<file path="config.mk">
export PLATFORM = sky130hd
export DESIGN_NAME = irq_chain_ctrl
export DESIGN_NICKNAME = d
export VERILOG_FILES = /design/src/rtl/irq_chain_pkg.sv /design/src/rtl/irq_chain_pend.sv /design/src/rtl/irq_chain_arb.sv /design/src/rtl/irq_chain_stack.sv /design/src/rtl/irq_chain_ctrl.sv
export SDC_FILE = /design/constraint.sdc
export NUM_CORES = 1
export LEC_CHECK = 0
export ABC_AREA = 1
export ABC_CLOCK_PERIOD_IN_PS = 31200
export BUFFER_PORTS_ARGS = -buffer_cell sky130_fd_sc_hd__buf_2
export CORE_UTILIZATION = 60
export DETAILED_ROUTE_END_ITERATION = 8
export PLACE_DENSITY = 0.77
export SLEW_MARGIN = 5
export SYNTH_ARGS = -nofsm -noshare
export SYNTH_HDL_FRONTEND = slang
export SYNTH_SLANG_ARGS = --single-unit
</file>
<file path="constraint.sdc">
create_clock -name clk -period 31.2 [get_ports clk]
set_clock_uncertainty 0.05 [all_clocks]
set_input_delay 6.24 -clock clk [delete_from_list [all_inputs] [get_ports clk]]
set_output_delay 6.24 -clock clk [all_outputs]
set_load 0.03 [all_outputs]
</file>
<file path="src/rtl/irq_chain_pkg.sv">
package irq_chain_pkg;

    // Outcome of one decision cycle
    typedef enum logic [1:0] {
        ACT_IDLE  = 2'd0,
        ACT_ENTER = 2'd1,
        ACT_CHAIN = 2'd2,
        ACT_POP   = 2'd3
    } act_e;

    // Preemption level: priority with the subpriority bits shifted out
    function automatic logic [7:0] pre_lvl(input logic [7:0] prio, input logic [3:0] sub_bits);
        return prio >> sub_bits;
    endfunction

endpackage

</file>
<file path="src/rtl/irq_chain_pend.sv">
module irq_chain_pend #(
    parameter int NSRC = 8
) (
    input  logic            clk,
    input  logic            rst,
    input  logic [NSRC-1:0] irq_i,
    input  logic [NSRC-1:0] clr_i,
    output logic [NSRC-1:0] pend_o
);
    logic [NSRC-1:0] irq_q;

    always_ff @(posedge clk) begin
        if (rst) begin
            irq_q  <= '0;
            pend_o <= '0;
        end else begin
            irq_q  <= irq_i;
            pend_o <= (pend_o & ~clr_i) | (irq_i & ~irq_q);
        end
    end

    // a pending bit only leaves through an issue
    for (genvar g = 0; g < NSRC; g++) begin : g_hold
        a_r1_pend_holds: assert property (@(posedge clk) disable iff (rst)
            (pend_o[g] && !clr_i[g]) |=> pend_o[g]);
    end

endmodule

</file>
<file path="src/rtl/irq_chain_arb.sv">
module irq_chain_arb
    import irq_chain_pkg::*;
#(
    parameter int NSRC = 8,
    parameter int PW   = 4,
    parameter int GW   = 3,
    localparam int IW  = $clog2(NSRC)
) (
    input  logic                     clk,
    input  logic                     rst,
    input  logic [NSRC-1:0]          pend_i,
    input  logic [NSRC-1:0][PW-1:0]  prio_i,
    input  logic [GW-1:0]            grp_i,
    input  logic [PW-1:0]            thr_i,
    output logic                     vld_o,
    output logic [IW-1:0]            idx_o,
    output logic [PW-1:0]            prio_o,
    output logic [PW-1:0]            lvl_o
);
    logic [NSRC-1:0]         elig;
    logic [NSRC-1:0][PW-1:0] lvl;

    always_comb begin
        for (int i = 0; i < NSRC; i++) begin
            lvl[i]  = PW'(pre_lvl(8'(prio_i[i]), 4'(grp_i)));
            elig[i] = pend_i[i] && !((thr_i != '0) && (lvl[i] >= thr_i));
        end
    end

    // Strict compare keeps the lowest index on equal priority
    always_comb begin
        vld_o  = 1'b0;
        idx_o  = '0;
        prio_o = '0;
        lvl_o  = '0;
        for (int i = 0; i < NSRC; i++) begin
            if (elig[i] && (!vld_o || prio_i[i] < prio_o)) begin
                vld_o  = 1'b1;
                idx_o  = IW'(i);
                prio_o = prio_i[i];
                lvl_o  = lvl[i];
            end
        end
    end

    a_r7_winner_unmasked: assert property (@(posedge clk) disable iff (rst)
        vld_o |-> (thr_i == '0 || lvl_o < thr_i));
    a_r2_winner_pending: assert property (@(posedge clk) disable iff (rst)
        vld_o |-> pend_i[idx_o]);

endmodule

</file>
<file path="src/rtl/irq_chain_stack.sv">
module irq_chain_stack
    import irq_chain_pkg::*;
#(
    parameter int PW    = 4,
    parameter int DEPTH = 8,
    parameter int GW    = 3,
    localparam int DW   = $clog2(DEPTH + 1),
    localparam int SAW  = $clog2(DEPTH)
) (
    input  logic          clk,
    input  logic          rst,
    input  logic          push_i,
    input  logic          pop_i,
    input  logic          repl_i,
    input  logic [PW-1:0] prio_i,
    input  logic [GW-1:0] grp_i,
    output logic [DW-1:0] depth_o,
    output logic [PW-1:0] min_all_o,
    output logic [PW-1:0] min_below_o,
    output logic          ovf_o
);
    logic [DEPTH-1:0][PW-1:0] sprio;
    logic [PW-1:0]            lv;

    always_ff @(posedge clk) begin
        if (rst) begin
            sprio   <= '0;
            depth_o <= '0;
            ovf_o   <= 1'b0;
        end else if (push_i) begin
            if (depth_o == DW'(DEPTH)) begin
                ovf_o <= 1'b1;
            end else begin
                sprio[SAW'(depth_o)] <= prio_i;
                depth_o              <= depth_o + DW'(1);
            end
        end else if (pop_i && depth_o != '0) begin
            depth_o <= depth_o - DW'(1);
        end else if (repl_i && depth_o != '0) begin
            sprio[SAW'(depth_o - DW'(1))] <= prio_i;
        end
    end

    // Most urgent level over all entries and over entries below the top
    always_comb begin
        min_all_o   = '1;
        min_below_o = '1;
        lv          = '0;
        for (int i = 0; i < DEPTH; i++) begin
            lv = PW'(pre_lvl(8'(sprio[i]), 4'(grp_i)));
            if (i < int'(depth_o) && lv < min_all_o)
                min_all_o = lv;
            if (i + 1 < int'(depth_o) && lv < min_below_o)
                min_below_o = lv;
        end
    end

    a_r9_depth_bound: assert property (@(posedge clk) disable iff (rst)
        depth_o <= DW'(DEPTH));
    a_r9_ovf_sticky: assert property (@(posedge clk) disable iff (rst)
        ovf_o |=> ovf_o);
    a_r9_full_push: assert property (@(posedge clk) disable iff (rst)
        (push_i && depth_o == DW'(DEPTH)) |=> (ovf_o && $stable(depth_o)));

endmodule

</file>
<file path="src/rtl/irq_chain_ctrl.sv">
module irq_chain_ctrl
    import irq_chain_pkg::*;
#(
    parameter int NSRC  = 8,
    parameter int PW    = 4,
    parameter int DEPTH = 8,
    localparam int IW   = $clog2(NSRC),
    localparam int GW   = $clog2(PW + 1),
    localparam int AW   = $clog2(NSRC + 3),
    localparam int DW   = $clog2(DEPTH + 1)
) (
    input  logic            clk,
    input  logic            rst,
    input  logic            cfg_we,
    input  logic [AW-1:0]   cfg_addr,
    input  logic [PW-1:0]   cfg_data,
    input  logic [NSRC-1:0] irq_i,
    input  logic            ret_i,
    output logic            take_o,
    output logic [IW-1:0]   take_vec_o,
    output logic            stack_o,
    output logic            chain_o,
    output logic            unstack_o,
    output logic            ovf_o
);
    localparam int A_GRP = NSRC;
    localparam int A_THR = NSRC + 1;
    localparam int A_DIS = NSRC + 2;

    logic [NSRC-1:0][PW-1:0] prio_q;
    logic [GW-1:0]           grp_q;
    logic [PW-1:0]           thr_q;
    logic                    dis_q;

    logic [NSRC-1:0] pend, clr;
    logic            best_vld;
    logic [IW-1:0]   best_idx;
    logic [PW-1:0]   best_prio, best_lvl;
    logic [DW-1:0]   depth;
    logic [PW-1:0]   min_all, min_below;
    logic            chain_ok, enter_ok;
    act_e            act;

    // Configuration registers
    always_ff @(posedge clk) begin
        if (rst) begin
            prio_q <= '0;
            grp_q  <= '0;
            thr_q  <= '0;
            dis_q  <= 1'b0;
        end else if (cfg_we) begin
            if (int'(cfg_addr) < NSRC)
                prio_q[IW'(cfg_addr)] <= cfg_data;
            else if (int'(cfg_addr) == A_GRP)
                grp_q <= (int'(cfg_data) > PW) ? GW'(PW) : GW'(cfg_data);
            else if (int'(cfg_addr) == A_THR)
                thr_q <= cfg_data;
            else if (int'(cfg_addr) == A_DIS)
                dis_q <= cfg_data[0];
        end
    end

    irq_chain_pend #(.NSRC(NSRC)) u_pend (
        .clk(clk), .rst(rst), .irq_i(irq_i), .clr_i(clr), .pend_o(pend)
    );

    irq_chain_arb #(.NSRC(NSRC), .PW(PW), .GW(GW)) u_arb (
        .clk(clk), .rst(rst), .pend_i(pend), .prio_i(prio_q), .grp_i(grp_q),
        .thr_i(thr_q), .vld_o(best_vld), .idx_o(best_idx), .prio_o(best_prio),
        .lvl_o(best_lvl)
    );

    irq_chain_stack #(.PW(PW), .DEPTH(DEPTH), .GW(GW)) u_stack (
        .clk(clk), .rst(rst),
        .push_i(act == ACT_ENTER), .pop_i(act == ACT_POP), .repl_i(act == ACT_CHAIN),
        .prio_i(best_prio), .grp_i(grp_q), .depth_o(depth),
        .min_all_o(min_all), .min_below_o(min_below), .ovf_o(ovf_o)
    );

    // Decision: a return is resolved first, otherwise preemption is tried
    always_comb begin
        chain_ok = !dis_q && best_vld && (depth == DW'(1) || best_lvl < min_below);
        enter_ok = !dis_q && best_vld && (depth == '0 || best_lvl < min_all);
        if (ret_i && depth != '0)
            act = chain_ok ? ACT_CHAIN : ACT_POP;
        else if (enter_ok)
            act = ACT_ENTER;
        else
            act = ACT_IDLE;
        clr = '0;
        if (act == ACT_ENTER || act == ACT_CHAIN)
            clr[best_idx] = 1'b1;
    end

    always_ff @(posedge clk) begin
        if (rst) begin
            take_o     <= 1'b0;
            take_vec_o <= '0;
            stack_o    <= 1'b0;
            chain_o    <= 1'b0;
            unstack_o  <= 1'b0;
        end else begin
            take_o    <= (act == ACT_ENTER) || (act == ACT_CHAIN);
            stack_o   <= (act == ACT_ENTER);
            chain_o   <= (act == ACT_CHAIN);
            unstack_o <= (act == ACT_POP);
            if (act == ACT_ENTER || act == ACT_CHAIN)
                take_vec_o <= best_idx;
        end
    end

    a_r5_chain_no_save: assert property (@(posedge clk) disable iff (rst)
        chain_o |-> (take_o && !stack_o && !unstack_o));
    a_r6_unstack_alone: assert property (@(posedge clk) disable iff (rst)
        unstack_o |-> (!take_o && !chain_o));
    a_r8_disable_blocks: assert property (@(posedge clk) disable iff (rst)
        dis_q |=> !take_o);
    a_r11_empty_return: assert property (@(posedge clk) disable iff (rst)
        (ret_i && depth == '0) |=> !unstack_o && !chain_o);
    a_r3_entry_grows: assert property (@(posedge clk) disable iff (rst)
        (act == ACT_ENTER && depth != DW'(DEPTH)) |=> depth == $past(depth) + DW'(1));

endmodule

</file>
==> impl_results.md <==
- Post-layout net count: between 1500 and 2000
- Post-DP HPWL: 18640 um
- Sw Share: roughly 56%
- Simple-gate portion of the synthesized area: 34.78%
- First-pass GRT wire length: 41390 um
- Die Ht: 126.3 um
- Commonest cells post-synth: 375 x nand2_1, 212 x nor2_1, 182 x inv_1
- Deepest clock path buffer count: 2
- RSZ-0062 raised after global routing: no
- Post-synth top flop: dfxtp_1
- FF+latch count, synth: 100
- Dominant cell type by area after synthesis: dfxtp_1
- Mapped cell area: 9271 sq um
- Post-synthesis sequential area ratio: 21.59%
- Max incr delay on CP: 0.58 ns
- Worst-Skew Late Latency: about 0.36 ns
- Gr usage total: roughly a third
- Post-Syn Instances: 1495
- CP Launch Type: flop
- Final ANT Viol Nets: 0
- DR WL/cell: 14.81 um
- Final Hold Viols: 0
- Synth top area cells: dfxtp_1 22%, nand2_1 15%, ha_1 14%
- Power Internal: 0.0004591 W
- Clock Root Buffer: clkbuf_16
- NetSw: 0.0005830 W
- DIE WIDTH: between 100 and 150 um
- Clk sinks: 100
- Gr ovfl total: 0
- First DRT Iteration DRCs: 953
- Asr flop ratio synth: 0%
- Area growth, synth to finish: 4.494%
- Gpl congestion: 0.9633
- Post-synthesis mux area share: 0%
- Maximum VDD drop: between 0.1 and 0.15 mV
- Minimum clock period: 13.13 ns
- Synth Warn #: 0
- Number of flops mapped to enable cells by yosys: 0
- Critical path class: flop to flop
- Post-Synth XOR/XNOR Area: 0.09447%
- Maximum fanout along the worst path: 32
- Outcome: finished clean
- # fillers: 1420
- Cell mode on critical path: nand2_1
- IO Port Bufs: 27
- CORE AREA: 15150 sq um
- Io pins: 28
- Post-synthesis adder-cell area fraction: 14.04%
- Clk pin slew, worst setup/hold paths: 0.08 ns
- Compound-Gate Fraction of Synth Area: 18.76%
- Post-CTS Setup Inserts: 0
- Most frequent cell after synthesis: nand2_1
- Area share of the largest cell type after synthesis: a little over a fifth
- MaxCap Viol Count: 0
- Post_cts resized: 0
- DRC: 0
- Syn_nets: 1619
- Largest net degree at the start of global routing: 74
- Worst path slowest cell: nand2_2
- CTS tree: built
- Vias in the first global route: 8450
- Peak Freq: about 76 MHz
- # rows: 45
- Worst EP required: 31.45 ns
- Slew HR: 30.39%
- N_diodes: 0
- Comb pwr share: 72.7%
- Fin. max-slew vios: 0
- Hold_buf cts: 0
- P_leak: 4.904 nW
- Initial antenna violation count: 0
- HP Class: flop to flop
- Largest family of logic cells by synthesized area: simple AND/OR/NAND/NOR gates
- Clock power frac: 11.0%
- Synth unique cells: 49
- Vias per cell: 5.689
- CTS Buf Count: 9
- Final Cycle Share: a little over two fifths
- Final setup viols: 0
- Pwr Total: approximately 0.0010 W
- Sequential power share: 16.3%
- H-Tree Depth: 3
- Slew at the pin closest to its max-slew limit: 1.033 ns
- Synth Area per Inst: 6.202 sq um
- Critical Path AT: 13.37 ns
- Vias: 9557
- Pwr/cell area: 107.6 nW/um^2
- Share of layout cells above drive strength 1: 7.574%
- WL final: 24890 um
- Die area: between 15000 and 20000 sq um
- Critical path endpoint category: flop
- Setup TNS: 0 ns
- First-pass DRT Iterations: 6
- Starting Density: between 60 and 70%
cell usage in the layout (no fill, tap or decap), drive strengths merged, types with 2 or more instances in the layout:
cell type and count:
nand2 392, nor2 220, inv 189, o21ai 183, ha 104, dfxtp 100
nand3 80, a21oi 70, o22ai 32, buf 31, nand4 16, nor3 15
o211ai 11, clkbuf 9, or2 8, a21boi 6, a211oi 5, clkinv 5
o21bai 4, o21a 2, a31oi 2, and2 2
power groups by stage:
stage	Combinational (W)	Clock, W	Sequential, W
final	0.000757	0.000115	0.000170
after global placement	0.000725	0	0.000172
after detailed placement	0.000742	0	0.000172
after floorplan	0.000598	0	0.000174
after CTS	0.000747	0.000116	0.000169
after global routing	0.000865	0.000121	0.000172
worst paths after layout:
kind                              startpoint                        endpoint  slack (ns)  depth (start not counted)
setup / recovery       grp_q[2]$_SDFFE_PP0P_  u_stack.sprio[26]$_SDFFE_PP0P_       18.07                         78
hold reg to reg   u_pend.irq_q[2]$_SDFF_PP0_     u_pend.pend_o[2]$_SDFF_PP0_        0.37                          1
setup reg to reg       grp_q[2]$_SDFFE_PP0P_  u_stack.sprio[26]$_SDFFE_PP0P_       18.07                         78
hold / removal    u_pend.irq_q[2]$_SDFF_PP0_     u_pend.pend_o[2]$_SDFF_PP0_        0.37                          1
layout make-up:
cell class,count,area (sq um),share of cell area [%]
inverters,187,706.9,7.297
flip-flops and latches,100,2003,20.68
well taps,188,235.2,2.428
clock inverters,7,78.83,0.8136
repair buffers,31,165.2,1.705
clock buffers,9,225.2,2.325
multi-input cells,1158,6274,64.76
metal layers:
| metal | track usage (%) | up-vias | wire length [um] |
|---|---|---|---|
| met5 | 0 | - | 0 |
| met4 | 8.646 | 0 | 402 |
| met3 | 4.007 | 41 | 1908 |
| met2 | 48.10 | 374 | 10410 |
| met1 | 48.02 | 4250 | 12170 |
| li1 | - | 4892 | - |
state kept, by name (all words and copies together), names as in the netlist:
register         cells
u_stack.ovf_o        1
take_vec_o           3
dis_q                1
u_stack.depth_o      4
chain_o              1
grp_q                3
take_o               1
prio_q              32
stack_o              1
u_pend.irq_q         8
unstack_o            1
u_pend.pend_o        8
u_stack.sprio       32
thr_q                4
through the flow:
stage               instances  instance area, sq um  setup slack, ns  utilization (%)  hold slack [ns]
floorplan                1495                  9271            19.29                -           0.3498
global placement         1664                  9384            18.79            61.96           0.3517
detailed placement       1664                  9384            18.47            61.96           0.3618
CTS                      1680                  9688            18.42            63.97           0.3731
global route             1680                  9688            16.76            63.97           0.4048
finish                   1680                  9688            18.07            63.97           0.3702
kinds of logic (layout without fill, tap and decap cells):
group / after synthesis / in the layout
AOI/OAI and AO/OA: 318 / 318
xor gates and xnor gates: 1 / 1
adders and majority gates: 104 / 104
buffers and inverters: 237 / 234
DFF: 100 / 100
and+or+nand+nor: 735 / 735
worst max-delay path, delay by kind of cell (launching register included):
kind            cells  cell delay, ns
simple gates       49            5.89
flops               1            0.38
compound gates     13            3.14
fa+ha+maj           9            2.79
buf+inv             7            0.78
No activity file was read; power rests on OpenSTA's default activity.
